File: config.mk
export PLATFORM = sky130hd
export DESIGN_NAME = i2c_regfile_slave
export DESIGN_NICKNAME = d
export VERILOG_FILES = /design/src/rtl/i2c_rf_pkg.sv /design/src/rtl/i2c_line_cond.sv /design/src/rtl/i2c_ptr.sv /design/src/rtl/i2c_regfile_slave.sv
export SDC_FILE = /design/constraint.sdc
export NUM_CORES = 1
export LEC_CHECK = 0
export BUFFER_PORTS_ARGS = -buffer_cell sky130_fd_sc_hd__buf_2
export CAP_MARGIN = 20
export CELL_PAD_IN_SITES_DETAIL_PLACEMENT = 0
export CELL_PAD_IN_SITES_GLOBAL_PLACEMENT = 2
export CORE_ASPECT_RATIO = 1.75
export CORE_MARGIN = 3
export CORE_UTILIZATION = 38
export CTS_CLUSTER_DIAMETER = 200
export DETAILED_ROUTE_END_ITERATION = 8
export PLACE_DENSITY_LB_ADDON = 0.1
export SETUP_SLACK_MARGIN = 0.4
export SLEW_MARGIN = 20
export SYNTH_ARGS = -nofsm -noshare
export SYNTH_HDL_FRONTEND = slang
export SYNTH_HIERARCHICAL = 1
export SYNTH_SLANG_ARGS = --single-unit
File: constraint.sdc
create_clock -name clk -period 4.06 [get_ports clk]
set_input_delay 1.015 -clock clk [delete_from_list [all_inputs] [get_ports clk]]
set_output_delay 1.015 -clock clk [all_outputs]
set_load 0.01 [all_outputs]
File: src/rtl/i2c_rf_pkg.sv
`timescale 1ns/1ps
package i2c_rf_pkg;

    typedef enum logic [3:0] {
        ST_IDLE,
        ST_DEVADR,
        ST_DEVACK,
        ST_WORD,
        ST_WORDACK,
        ST_WDATA,
        ST_WDACK,
        ST_RDATA,
        ST_RDACK
    } bus_state_e;

    // locations that accept no write: a reserved window and the identity window
    localparam logic [7:0] LOCK_A_LO = 8'h10;
    localparam logic [7:0] LOCK_A_HI = 8'h12;
    localparam logic [7:0] LOCK_B_LO = 8'h16;
    localparam logic [7:0] LOCK_B_HI = 8'h1F;

    function automatic logic byte_writable(input logic [7:0] a);
        return !((a >= LOCK_A_LO && a <= LOCK_A_HI) ||
                 (a >= LOCK_B_LO && a <= LOCK_B_HI));
    endfunction

endpackage

File: src/rtl/i2c_line_cond.sv
`timescale 1ns/1ps
module i2c_line_cond #(
    parameter int STAGES = 2
) (
    input  logic clk,
    input  logic rst_n,
    input  logic scl_in,
    input  logic sda_in,
    output logic sda_lvl,
    output logic scl_rise,
    output logic scl_fall,
    output logic start_c,
    output logic stop_c
);
    logic [STAGES-1:0] scl_sh;
    logic [STAGES-1:0] sda_sh;
    logic              scl_q;
    logic              sda_q;
    logic              scl_now;

    always_ff @(posedge clk or negedge rst_n) begin
        if (!rst_n) begin
            scl_sh <= '1;
            sda_sh <= '1;
            scl_q  <= 1'b1;
            sda_q  <= 1'b1;
        end else begin
            scl_sh <= {scl_sh[STAGES-2:0], scl_in};
            sda_sh <= {sda_sh[STAGES-2:0], sda_in};
            scl_q  <= scl_sh[STAGES-1];
            sda_q  <= sda_sh[STAGES-1];
        end
    end

    assign scl_now  = scl_sh[STAGES-1];
    assign sda_lvl  = sda_sh[STAGES-1];
    assign scl_rise = scl_now & ~scl_q;
    assign scl_fall = ~scl_now & scl_q;
    assign start_c  = scl_now & scl_q & sda_q & ~sda_lvl;
    assign stop_c   = scl_now & scl_q & ~sda_q & sda_lvl;

endmodule

File: src/rtl/i2c_ptr.sv
`timescale 1ns/1ps
module i2c_ptr #(
    parameter int MEM_BYTES = 160,
    parameter int AW        = 8
) (
    input  logic          clk,
    input  logic          rst_n,
    input  logic          clr,
    input  logic          load,
    input  logic [7:0]    load_val,
    input  logic          bump,
    output logic [AW-1:0] ptr
);
    localparam logic [AW-1:0] LAST = AW'(MEM_BYTES - 1);

    always_ff @(posedge clk or negedge rst_n) begin
        if (!rst_n)
            ptr <= '0;
        else if (clr)
            ptr <= '0;
        else if (load)
            ptr <= (int'(load_val) < MEM_BYTES) ? AW'(load_val) : '0;
        else if (bump)
            ptr <= (ptr == LAST) ? '0 : ptr + AW'(1);
    end

endmodule

File: src/rtl/i2c_regfile_slave.sv
`timescale 1ns/1ps
module i2c_regfile_slave
    import i2c_rf_pkg::*;
#(
    parameter logic [6:0] DEV_ADDR   = 7'h68,
    parameter int         MEM_BYTES  = 160,
    parameter int         FREEZE_TOP = 8,
    parameter int         SYNC_LEN   = 2,
    localparam int        AW         = $clog2(MEM_BYTES)
) (
    input  logic          clk,
    input  logic          rst_n,
    input  logic          scl_in,
    input  logic          sda_in,
    input  logic          pwr_fail,
    output logic          sda_oe,
    output logic [AW-1:0] reg_addr,
    output logic          reg_wr,
    output logic [7:0]    reg_wdata,
    output logic          reg_rd,
    input  logic [7:0]    reg_rdata,
    output logic          clk_freeze
);
    bus_state_e state, nxt;

    logic       sda_lvl, scl_rise, scl_fall, start_c, stop_c;
    logic [3:0] bit_cnt;
    logic [7:0] shreg, txreg, hold, wdata_q;
    logic       mack, sel_q, wr_q, rd_q, bump_q, load_ptr;
    logic [AW-1:0] ptr;

    i2c_line_cond #(.STAGES(SYNC_LEN)) u_cond (
        .clk(clk), .rst_n(rst_n), .scl_in(scl_in), .sda_in(sda_in),
        .sda_lvl(sda_lvl), .scl_rise(scl_rise), .scl_fall(scl_fall),
        .start_c(start_c), .stop_c(stop_c)
    );

    assign load_ptr = (state == ST_WORD) && (nxt == ST_WORDACK);

    i2c_ptr #(.MEM_BYTES(MEM_BYTES), .AW(AW)) u_ptr (
        .clk(clk), .rst_n(rst_n), .clr(pwr_fail), .load(load_ptr),
        .load_val(shreg), .bump(bump_q), .ptr(ptr)
    );

    // state register
    always_ff @(posedge clk or negedge rst_n) begin
        if (!rst_n) state <= ST_IDLE;
        else        state <= nxt;
    end

    // next-state decision
    always_comb begin
        nxt = state;
        if (pwr_fail || stop_c) begin
            nxt = ST_IDLE;
        end else if (start_c) begin
            nxt = ST_DEVADR;
        end else if (scl_fall) begin
            unique case (state)
                ST_IDLE:    nxt = ST_IDLE;
                ST_DEVADR:  if (bit_cnt == 4'd8)
                                nxt = (shreg[7:1] == DEV_ADDR) ? ST_DEVACK : ST_IDLE;
                ST_DEVACK:  nxt = shreg[0] ? ST_RDATA : ST_WORD;
                ST_WORD:    if (bit_cnt == 4'd8) nxt = ST_WORDACK;
                ST_WORDACK: nxt = ST_WDATA;
                ST_WDATA:   if (bit_cnt == 4'd8) nxt = ST_WDACK;
                ST_WDACK:   nxt = ST_WDATA;
                ST_RDATA:   if (bit_cnt == 4'd8) nxt = ST_RDACK;
                ST_RDACK:   nxt = mack ? ST_RDATA : ST_IDLE;
                default:    nxt = ST_IDLE;
            endcase
        end
    end

    // datapath beside the state machine
    always_ff @(posedge clk or negedge rst_n) begin
        if (!rst_n) begin
            bit_cnt <= '0;
            shreg   <= '0;
            txreg   <= '0;
            hold    <= '0;
            wdata_q <= '0;
            mack    <= 1'b0;
            sel_q   <= 1'b0;
            wr_q    <= 1'b0;
            rd_q    <= 1'b0;
            bump_q  <= 1'b0;
        end else begin
            wr_q   <= 1'b0;
            rd_q   <= 1'b0;
            bump_q <= 1'b0;
            if (pwr_fail) begin
                bit_cnt <= '0;
                sel_q   <= 1'b0;
            end else begin
                if (state == ST_DEVADR && nxt == ST_DEVACK) sel_q <= 1'b1;
                else if (nxt == ST_IDLE)                     sel_q <= 1'b0;

                if (start_c || nxt != state)
                    bit_cnt <= '0;
                else if (scl_rise && state inside {ST_DEVADR, ST_WORD, ST_WDATA, ST_RDATA})
                    bit_cnt <= bit_cnt + 4'd1;

                if (scl_rise && state inside {ST_DEVADR, ST_WORD, ST_WDATA})
                    shreg <= {shreg[6:0], sda_lvl};

                if (state == ST_DEVADR && nxt == ST_DEVACK && shreg[0]) rd_q <= 1'b1;
                if (bump_q && state == ST_RDACK)                        rd_q <= 1'b1;
                if (rd_q) hold <= reg_rdata;

                if (state != ST_RDATA && nxt == ST_RDATA)
                    txreg <= hold;
                else if (state == ST_RDATA && scl_fall)
                    txreg <= {txreg[6:0], 1'b0};

                if (scl_rise && state == ST_WDACK) begin
                    wr_q    <= byte_writable(8'(ptr));
                    wdata_q <= shreg;
                    bump_q  <= 1'b1;
                end
                if (scl_rise && state == ST_RDACK) begin
                    mack   <= ~sda_lvl;
                    bump_q <= 1'b1;
                end
            end
        end
    end

    // outputs
    always_comb begin
        sda_oe = 1'b0;
        unique case (state)
            ST_DEVACK, ST_WORDACK, ST_WDACK: sda_oe = 1'b1;
            ST_RDATA:                        sda_oe = ~txreg[7];
            default:                         sda_oe = 1'b0;
        endcase
    end

    assign reg_addr   = ptr;
    assign reg_wr     = wr_q;
    assign reg_wdata  = wdata_q;
    assign reg_rd     = rd_q;
    assign clk_freeze = sel_q && (ptr < AW'(FREEZE_TOP));

endmodule

==> flow_metrics.tcl <==
set metrics [dict create \
    dieHeight_microns 123 \
    cp_num_buf_inv 1 \
    power_frac_seq_pct 43.0 \
    maxSlewViolCount 0 \
    status "completed" \
    synthArstFlopShare_pct 100 \
    port_buffers 32 \
    hold_buffers 0 \
    switching_share_pct 22.0 \
    cts_buffers 9 \
    dpl-instance-area_sq_um 3270 \
    start_util_pct 39.2 \
    cap_violations 0 \
    path_class "input pin to register" \
    ys_ff_latch 59 \
    post-cts-setup-buffers 0 \
    drc 0 \
    drt_first_pass_iters 4 \
    grt_pass1_wl_microns 12600 \
    fin_tns_setup_ns 0 \
    grt_use_total_pct 18.6 \
    vias 2254 \
    end_kind "register" \
    antenna_found_initial 0 \
    cts_resized 0 \
    dieArea_sq_um 9010 \
    crit_fanout 6 \
    cpPeakStageDelay_ns 0.43 \
    cp_top_family "simple AND/OR/NAND/NOR gates" \
    regArea_sq_um 1480 \
    fp.dieW_microns 73.0 \
    yosys_most_used_dff "dfrtp_1" \
    fin_area_sq_um 3570 \
    fmax_mhz 315 \
    p_clk_share_pct 50.5 \
    syn_avg_cell_area_sq_um 11.2 \
    first_global_vias 2407 \
    yosys_warnings 6 \
    crit_path_start_kind "input pin" \
    setup_viol 0 \
    place_hpwl_microns 5590 \
    avgViaCountPerCell 5.59 \
    worstSkewPairLatency_ns 0.33 \
    cts_sinks 59 \
    pin_count 33 \
    combPwrFrac_pct 6.5 \
    min_path_type "register to register" \
    coreArea_sq_um 7620 \
    drive_gt1_share_pct 33.3 \
    cts_max_level 3 \
    mostFrequentLayoutCells "dfrtp_1, buf_2, mux2_2" \
    min_period_over_period_pct 78.1 \
    overflow 0 \
    cp_slowest_cell "a2111o_1" \
    power.leakage_nw 1.63 \
    gpl.final_weighted_congestion 0.837 \
    final_common_cell "dfrtp_1" \
    fillers 738 \
    nNetsFinal 326 \
    tritoncts "built" \
    clockRootBuffer "clkbuf_16" \
    crit_chain "buf_2, or3_4, a2111o_1, o22ai_4, nand2_1, nor4_2, or2_0, nor2_1, a211oi_2, o31a_1" \
    synth_edf_count 0 \
    rows 42 \
    fin_skew_ns 0.00779 \
    postSynthCellCount 268 \
    diodes 0 \
    fin_crit_ns 3.17 \
    tightestPinTransition_ns 0.962 \
    worstPathRequired_ns 4.33 \
    cts_buffer_depth 2 \
    power.switching_mw 0.330 \
    drt_iter0_markers 107 \
    hold_violations 0 \
    powerDensity_nw_per_um2 420 \
    ys_types 60 \
    clkTransAtPathRegs_ns 0.05 \
    ant_nets 0 \
    drt-total-wl_microns 7470 \
    worstPathArrival_ns 3.44 \
    syn_nets 284 \
    internal-power_mw 1.17 \
    maxSlewHeadroom_pct 35.6 \
    grt_setup_unrepaired "false" \
    ys_seq_area_share_pct 49.6 \
    syn_area_sq_um 2990 \
    irDropWorstVdd_mv 0.211 \
    grt_max_degree 33 \
    post_drt_wl_per_cell_microns 18.5 \
    multi_input_area_sq_um 1420 \
    syn2layout_area_growth_pct 19.5 \
]
## final cells by class
cell class | instances | share of cell area [%]
Clock inverter | 4 | 1.40
Timing Repair Buffer | 40 | 6.16
Inverter | 9 | 0.946
Sequential cell | 59 | 41.5
Tap cell | 88 | 3.08
Multi-Input combinational cell | 191 | 39.7
Clock buffer | 12 | 7.18
## worst register-to-register path: cells and delay by family (launching register included)
family	cells	cell delay [ns]
simple gates	6	1.52
compound gates	4	0.98
flops	1	0.56
## power groups by stage
| stage | clock network [mW] | logic (mW) | registers [mW] |
|---|---|---|---|
| final | 0.759 | 0.0972 | 0.645 |
| after global routing | 0.804 | 0.109 | 0.650 |
| after CTS | 0.780 | 0.0997 | 0.646 |
| after detailed placement | 0 | 0.0991 | 0.656 |
| after global placement | 0 | 0.0988 | 0.655 |
| after floorplan | 0 | 0.0681 | 0.641 |
## state kept, by name, summed over array words and instances, names as in the netlist, 2 cells and up
register	cells
shreg	8
state	4
bit_cnt	4
u_cond/sda_sh	2
txreg	8
reg_wdata	8
u_ptr/ptr	8
u_cond/scl_sh	2
hold	8
## layer usage
layer / global-route usage (%) / wire (microns) / vias to the layer above
met2: 33.6 / 4190 / 46
li1: - / - / 1074
met1: 20.0 / 2840 / 1115
met4: 9.01 / 201 / 0
met5: 0 / 0 / -
met3: 3.58 / 238 / 19
## cells in the mapped netlist (all sizes together) (2+ instances only)
cell type	count	share of area, %
a211oi	4	1.3
a21oi	13	2.2
a31oi	6	1.3
and2b	3	0.84
and3	2	0.42
and4b	3	1.0
buf	3	0.59
clkbuf	6	1.4
dfrtp	53	44
dfstp	6	5.3
ha	3	1.3
inv	9	1.1
mux2	24	9.0
mux2i	2	0.67
nand2	13	1.6
nand2b	13	3.0
nand3	7	1.2
nand3b	4	1.0
nand4	2	0.92
nand4b	3	0.88
nor2	20	2.5
nor2b	5	1.0
nor3	7	1.2
nor3b	3	0.75
nor4	3	0.63
o211ai	5	1.3
o21ai	8	1.3
o221a	7	2.6
o22ai	3	1.1
or3	3	0.80
xnor2	3	0.88
xor2	3	0.88
## final timing paths
check                      slack [ns]                          to                  startpoint  depth (start not counted)
min in group asynchronous        0.72        shreg[0]$_DFFE_PN0P_                       rst_n                          1
max in group asynchronous        2.47        txreg[1]$_DFFE_PN0P_                       rst_n                          2
max                              0.89    u_ptr/ptr[7]$_DFFE_PN0P_                    pwr_fail                         10
min reg2reg                      0.35  u_cond/sda_sh[1]$_DFF_PN1_  u_cond/sda_sh[0]$_DFF_PN1_                          0
max reg2reg                      0.92    u_ptr/ptr[7]$_DFFE_PN0P_  u_cond/sda_sh[1]$_DFF_PN1_                         10
min                              0.35  u_cond/sda_sh[1]$_DFF_PN1_  u_cond/sda_sh[0]$_DFF_PN1_                          0
## stage by stage
stage	instances	power, mW	hold slack (ns)	utilization [%]	worst slack [ns]
after CTS	403	1.53	0.355	46.9	0.913
after detailed placement	387	0.755	0.347	42.9	0.599
after floorplan	268	0.709	0.345	-	0.971
after global routing	403	1.56	0.356	46.9	0.733
after global placement	387	0.754	0.346	42.9	0.668
final	403	1.50	0.354	46.9	0.890
## kinds of logic after synthesis
logic type | share of synthesized area, %
adder cells (fa/ha/maj) | 1.26
AND/OR/NAND/NOR | 19.9
XOR/XNOR | 1.76
multiplexers | 9.71
flip-flops | 49.6
buffers and inverters | 3.14
AO/OA/AOI/OAI | 14.6
(Power assumes the default switching activity.)
